[src/rtl/lsu_align_pkg.sv]
package lsu_align_pkg;
  typedef enum logic [1:0] {
    SZ_BYTE = 2'd0,
    SZ_HALF = 2'd1,
    SZ_WORD = 2'd2,
    SZ_RSVD = 2'd3
  } acc_size_e;
endpackage

[src/rtl/lsu_addr_gen.sv]
module lsu_addr_gen #(
  parameter int ADDR_W = 32,
  parameter int DISP_W = 16
) (
  input  logic [ADDR_W-1:0] base_i,
  input  logic [DISP_W-1:0] disp_i,
  output logic [ADDR_W-1:0] addr_o
);
  localparam int EXT_W = ADDR_W - DISP_W;

  logic [ADDR_W-1:0] disp_ext;

  assign disp_ext = {{EXT_W{disp_i[DISP_W-1]}}, disp_i};
  assign addr_o   = base_i + disp_ext;
endmodule

[src/rtl/lsu_store_lanes.sv]
module lsu_store_lanes
  import lsu_align_pkg::*;
#(
  parameter int DATA_W = 32
) (
  input  acc_size_e                       size_i,
  input  logic [$clog2(DATA_W/8)-1:0]     off_i,
  input  logic [DATA_W-1:0]               wdata_i,
  output logic [DATA_W/8-1:0]             be_o,
  output logic [DATA_W-1:0]               wdata_o,
  output logic                            misalign_o
);
  localparam int NB    = DATA_W / 8;
  localparam int HB    = NB / 2;
  localparam int OFF_W = $clog2(NB);

  always_comb begin
    unique case (size_i)
      SZ_BYTE: misalign_o = 1'b0;
      SZ_HALF: misalign_o = off_i[0];
      default: misalign_o = |off_i;
    endcase
  end

  always_comb begin
    unique case (size_i)
      SZ_BYTE: wdata_o = {NB{wdata_i[7:0]}};
      SZ_HALF: wdata_o = {HB{wdata_i[15:0]}};
      default: wdata_o = wdata_i;
    endcase
  end

  // enable bit i carries data bits 8i+7..8i; big-endian offset = NB-1-i
  for (genvar i = 0; i < NB; i++) begin : g_lane
    localparam logic [OFF_W-1:0] LANE_OFF = OFF_W'(NB - 1 - i);
    logic hit;

    always_comb begin
      unique case (size_i)
        SZ_BYTE: hit = (off_i == LANE_OFF);
        SZ_HALF: hit = (off_i[OFF_W-1:1] == LANE_OFF[OFF_W-1:1]);
        default: hit = 1'b1;
      endcase
    end

    assign be_o[i] = hit & ~misalign_o;
  end
endmodule

[src/rtl/lsu_load_extract.sv]
module lsu_load_extract
  import lsu_align_pkg::*;
#(
  parameter int DATA_W = 32
) (
  input  acc_size_e                   size_i,
  input  logic [$clog2(DATA_W/8)-1:0] off_i,
  input  logic                        uns_i,
  input  logic [DATA_W-1:0]           rdata_i,
  output logic [DATA_W-1:0]           data_o
);
  localparam int NB    = DATA_W / 8;
  localparam int HB    = NB / 2;
  localparam int OFF_W = $clog2(NB);

  logic [7:0]  byte_sel;
  logic [15:0] half_sel;

  always_comb begin
    byte_sel = '0;
    for (int k = 0; k < NB; k++) begin
      if (off_i == OFF_W'(k)) byte_sel = rdata_i[DATA_W-1-8*k -: 8];
    end
  end

  // halfword lane from upper offset bits only
  always_comb begin
    half_sel = '0;
    for (int j = 0; j < HB; j++) begin
      if (off_i[OFF_W-1:1] == (OFF_W-1)'(j)) half_sel = rdata_i[DATA_W-1-16*j -: 16];
    end
  end

  always_comb begin
    unique case (size_i)
      SZ_BYTE: data_o = {{(DATA_W-8){byte_sel[7] & ~uns_i}}, byte_sel};
      SZ_HALF: data_o = {{(DATA_W-16){half_sel[15] & ~uns_i}}, half_sel};
      default: data_o = rdata_i;
    endcase
  end
endmodule

[src/rtl/lsu_align.sv]
module lsu_align
  import lsu_align_pkg::*;
#(
  parameter int DATA_W = 32,
  parameter int ADDR_W = 32,
  parameter int DISP_W = 16,
  localparam int NB    = DATA_W / 8,
  localparam int OFF_W = $clog2(NB)
) (
  input  logic              clk_i,
  input  logic              rst_ni,
  input  logic              req_valid_i,
  input  logic              req_store_i,
  input  logic [1:0]        req_size_i,
  input  logic [ADDR_W-1:0] req_base_i,
  input  logic [DISP_W-1:0] req_disp_i,
  input  logic [DATA_W-1:0] req_wdata_i,
  output logic              mem_valid_o,
  output logic              mem_we_o,
  output logic [ADDR_W-1:0] mem_addr_o,
  output logic [NB-1:0]     mem_be_o,
  output logic [DATA_W-1:0] mem_wdata_o,
  output logic              misalign_o,
  input  logic              rsp_valid_i,
  input  logic              rsp_unsigned_i,
  input  logic [1:0]        rsp_size_i,
  input  logic [OFF_W-1:0]  rsp_off_i,
  input  logic [DATA_W-1:0] rsp_rdata_i,
  output logic              ld_valid_o,
  output logic [DATA_W-1:0] ld_data_o
);
  logic [ADDR_W-1:0] ea;
  logic [NB-1:0]     be_d;
  logic [DATA_W-1:0] wdata_d;
  logic              mis_d;
  logic [DATA_W-1:0] ld_d;

  lsu_addr_gen #(
    .ADDR_W(ADDR_W),
    .DISP_W(DISP_W)
  ) u_addr (
    .base_i (req_base_i),
    .disp_i (req_disp_i),
    .addr_o (ea)
  );

  lsu_store_lanes #(
    .DATA_W(DATA_W)
  ) u_lanes (
    .size_i     (acc_size_e'(req_size_i)),
    .off_i      (ea[OFF_W-1:0]),
    .wdata_i    (req_wdata_i),
    .be_o       (be_d),
    .wdata_o    (wdata_d),
    .misalign_o (mis_d)
  );

  lsu_load_extract #(
    .DATA_W(DATA_W)
  ) u_extract (
    .size_i  (acc_size_e'(rsp_size_i)),
    .off_i   (rsp_off_i),
    .uns_i   (rsp_unsigned_i),
    .rdata_i (rsp_rdata_i),
    .data_o  (ld_d)
  );

  always_ff @(posedge clk_i or negedge rst_ni) begin
    if (!rst_ni) begin
      mem_valid_o <= 1'b0;
      mem_we_o    <= 1'b0;
      mem_addr_o  <= '0;
      mem_be_o    <= '0;
      mem_wdata_o <= '0;
      misalign_o  <= 1'b0;
    end else begin
      mem_valid_o <= req_valid_i;
      if (req_valid_i) begin
        mem_we_o    <= req_store_i;
        mem_addr_o  <= ea;
        mem_be_o    <= be_d;
        mem_wdata_o <= wdata_d;
        misalign_o  <= mis_d;
      end
    end
  end

  always_ff @(posedge clk_i or negedge rst_ni) begin
    if (!rst_ni) begin
      ld_valid_o <= 1'b0;
      ld_data_o  <= '0;
    end else begin
      ld_valid_o <= rsp_valid_i;
      if (rsp_valid_i) ld_data_o <= ld_d;
    end
  end
endmodule

[config.mk]
export PLATFORM = sky130hd
export DESIGN_NAME = lsu_align
export DESIGN_NICKNAME = d
export VERILOG_FILES = /design/src/rtl/lsu_align_pkg.sv /design/src/rtl/lsu_addr_gen.sv /design/src/rtl/lsu_store_lanes.sv /design/src/rtl/lsu_load_extract.sv /design/src/rtl/lsu_align.sv
export SDC_FILE = /design/constraint.sdc
export NUM_CORES = 1
export LEC_CHECK = 0
export ABC_AREA = 1
export BUFFER_PORTS_ARGS = -buffer_cell sky130_fd_sc_hd__buf_2
export CORE_UTILIZATION = 47
export CTS_CLUSTER_SIZE = 40
export DETAILED_ROUTE_END_ITERATION = 7
export GPL_ROUTABILITY_DRIVEN = 0
export PLACE_DENSITY = 0.85
export REMOVE_ABC_BUFFERS = 1
export SLEW_MARGIN = 40
export SYNTH_ARGS = -nofsm -noshare
export SYNTH_HDL_FRONTEND = slang
export SYNTH_SLANG_ARGS = --single-unit
[constraint.sdc]
create_clock -name clk_i -period 0.8 [get_ports clk_i]
set_clock_uncertainty 0.15 [all_clocks]
set_input_delay 0.2 -clock clk_i [delete_from_list [all_inputs] [get_ports clk_i]]
set_output_delay 0.2 -clock clk_i [all_outputs]
set_load 0.01 [all_outputs]
==> metrics.md <==
| Metric | Value |
|---|---|
| EDFF count, synth | 0 |
| # clock sinks | 104 |
| Flop and latch count out of synthesis | 104 |
| GR Util All Layers | 39.2% |
| Crit path from | req_disp_i[10] |
| PwrDens | 1660 nW/um2 |
| Reg2reg start | ld_data_o[24]$_DFFE_PN0P_ |
| CTS tree | built |
| Worst path buffer plus inverter count | 2 |
| Crit start category | input pin |
| CP Cell Sequence | buf_8 > ha_4 > nand2_1 > nand2_2 > nand2_1 > nand2_2 > buf_4 > nand2_1 > nand2_1 > nand2_1 > nand3_1 > nand2_1 > nand3_1 > nand2_1 |
| Maximum VDD drop | 1130 uV |
| Synth area leader | dfrtp_1 |
| Commonest non-fill, non-tap cell in the layout | nand2_1 |
| Maxcap violations | 0 |
| Top FF cell, synth | dfrtp_1 |
| Top Family by Delay on Critical Path | simple AND/OR/NAND/NOR gates |
| Reg clk slew, reported paths | 0.08 ns |
| Vias in the first global route | about 9000 |
| Area of the multi-input gates | about 5300 um2 |
| Grt total ovfl | 0 |
| Post-route ant nets | 0 |
| Top-area cell type share of the netlist area | between 30% and 40% |
| Tightest Hold Check Type | in2reg |
| Actual slew at the worst max-slew pin | 0.365 ns |
| Full die area | around 15000 um2 |
| Hold_buf cts | 1 |
| Max Freq | 584 MHz |
| Post-DP HPWL | 16900 um |
| Synth Area per Inst | 6.96 um2 |
| Final WL | 37100 um |
| Commonest non-fill, non-tap cells in the layout | 259 x nand2_1, 157 x buf_2, 145 x buf_4 |
| Final core occ | 85.8% |
| Post-route DRC violation count | 0 |
| Detailed Routing Iterations Pass 1 | 6 |
| Hold Slack | -0.115 ns |
| Delay of the slowest critical-path stage | around 0.35 ns |
| Period utilisation layout | 214% |
| CTS Buffer Depth | 2 |
| Final Critical Period | 1.71 ns |
| Final setup fails | 199 |
| Clock H-tree levels | 3 |
| CP Class | in2reg |
| Io pins | 228 |
| Core area | 14500 um2 |
| Area contributors post-synth | dfrtp_1 37%, nand2_1 19%, inv_1 7.1%, ha_1 5.6%, a21oi_1 5.0% |
| Clock latency on the worst-skew pair | 0.37 ns |
| Initial antenna violation count | 0 |
| Root buf cell | clkbuf_16 |
| Total leakage power | around 0.0064 uW |
| Fillers | 675 |
| Post-synthesis sequential area ratio | a little under two fifths |
| TritonCTS buffer count | 9 |
| Most used cell, CP | nand2_1 |
| RSZ-0062 raised after global routing | yes |
| Status | finished, violations left |
| Layout Nets | roughly 1600 |
| Arr. time, crit path | 1.83 ns |
| Via density | just over 6 |
| YS warnings | 0 |
| Area grow syn2layout | 78.5% |
| Post-Synthesis Cells | roughly 1000 |
| Post-synthesis instance area | 6980 um2 |
| CP required | 0.91 ns |
| Vias | 9867 |
| # rows | 44 |
| Min-delay src | req_store_i |
| Failing checks | negative hold slack, negative setup slack |
| Maximum fanout along the worst path | 4 |
| Final WS setup | -0.913 ns |
| 1st-iter DRT viols | 1182 |
| Reg area | 2600 um2 |
| DR WL/cell | 23.2 um |
| Chip height | 124 um |
| Fraction of layout cells with a size suffix above 1 | 51.4% |
| Distinct cell type count of the synthesized netlist | 41 |
| Initial core utilization | between 40 and 50% |
| Pins over their slew limit | 0 |
| Setup crit end kind | flip-flop |
| Largest net degree at the start of global routing | 45 |
| Synth async-reset ratio | 100% |
| # diodes | 0 |
| Critical-path top delay cell | ha_4 |
| Die W | 124 um |
| Max-slew headroom | roughly 76% |
| First-pass GRT wire length | 45500 um |
| IO Port Bufs | 227 |
| Fin. Hold Viols | 24 |
| Worst Setup Slack post-DPL | -1.36 ns |
[logic make-up (layout without fill, tap and decap cells)]
| group | count (synthesis) | in the layout | share of synthesized area, % |
|---|---|---|---|
| XOR/XNOR | 13 | 13 | 1.63 |
| adder cells (fa/ha/maj) | 32 | 32 | 5.84 |
| AO/OA/AOI/OAI | 179 | 179 | 16.2 |
| multiplexers | 6 | 6 | 0.860 |
| buffers and inverters | 165 | 580 | 9.34 |
| AND/OR/NAND/NOR | 504 | 504 | 28.9 |
| flip-flops | 104 | 104 | 37.3 |
[layout make-up]
class                      count  area share, %
inverter                     134           4.24
multi-input combinational    734           42.2
clock inverter                 7          0.813
clock buffer                   9           1.81
tap                          184           1.85
timing repair buffer         430           28.2
sequential                   104           20.9
[sequential cells by signal, indices dropped and copies added, names as in the netlist]
name,flops
mem_be_o,4
misalign_o,1
mem_wdata_o,32
ld_data_o,32
ld_valid_o,1
mem_we_o,1
mem_addr_o,32
mem_valid_o,1
[per-layer routing]
metal	global-route usage (%)	routed length, um
met3	8.70	4510
met5	0	3
met1	42.5	11900
met4	25.9	3800
met2	68.4	16900
[Yosys cell counts, types with 2 or more instances]
| cell | number |
|---|---|
| o22ai_1 | 2 |
| or2_2 | 2 |
| buf_6 | 2 |
| o221ai_1 | 6 |
| o21ai_0 | 49 |
| ha_1 | 31 |
| dfrtp_1 | 104 |
| nand2_2 | 2 |
| nand3_1 | 46 |
| nand4_1 | 4 |
| nor3_1 | 3 |
| nand3b_1 | 4 |
| xnor2_1 | 13 |
| o211ai_1 | 13 |
| nand2_1 | 352 |
| clkbuf_1 | 25 |
| inv_1 | 132 |
| a21oi_4 | 10 |
| buf_1 | 2 |
| nor2_1 | 86 |
| a31oi_1 | 17 |
| o21a_1 | 2 |
| mux2i_1 | 6 |
| a21oi_1 | 70 |
| o21bai_1 | 4 |
[power by group]
| part | internal [uW] | switching, uW |
|---|---|---|
| logic | 4190 | 4800 |
| registers | 5950 | 545 |
| clock network | 2790 | 2400 |
[per-stage QoR]
stage	power [uW]	std cells	TNS (ns)	area, um2
global placement	11500	1500	-82.78	9190
detailed placement	11700	1500	-86.83	9190
global route	21300	1602	-90.75	12500
CTS	18500	1576	-74.87	11500
floorplan	9020	972	-69.09	6830
finish	20700	1602	-85.13	12500
[path summary, 6_finish.rpt]
| check | end | slack [ns] | cells after the start |
|---|---|---|---|
| hold reg to reg | mem_addr_o[26]$_DFFE_PN0P_ | 0.35 | 2 |
| setup reg to reg | ld_data_o[24]$_DFFE_PN0P_ | -0.32 | 4 |
| max in group asynchronous | mem_addr_o[20]$_DFFE_PN0P_ | 0.05 | 3 |
| min in group asynchronous | misalign_o$_DFFE_PN0P_ | 0.25 | 3 |
| hold / removal | mem_we_o$_DFFE_PN0P_ | -0.12 | 3 |
| setup / recovery | mem_addr_o[25]$_DFFE_PN0P_ | -0.91 | 14 |
[worst register-to-register path: stages, from the launching register on]
cell and delay, ns:
dfrtp_1 0.39, buf_4 0.14, buf_4 0.12, nor2_1 0.17, a21oi_4 0.04
[repair_timing]
item | CTS | global route
endpoints found under the setup margin | 197 | 232
hold endpoints to repair | 135 | 22
pin swaps | 99 | 72
resized for setup | 340 | 188
cloned | 2 | 1
buffers inserted | 59 | 32
No activity file was read; power rests on OpenSTA's default activity.
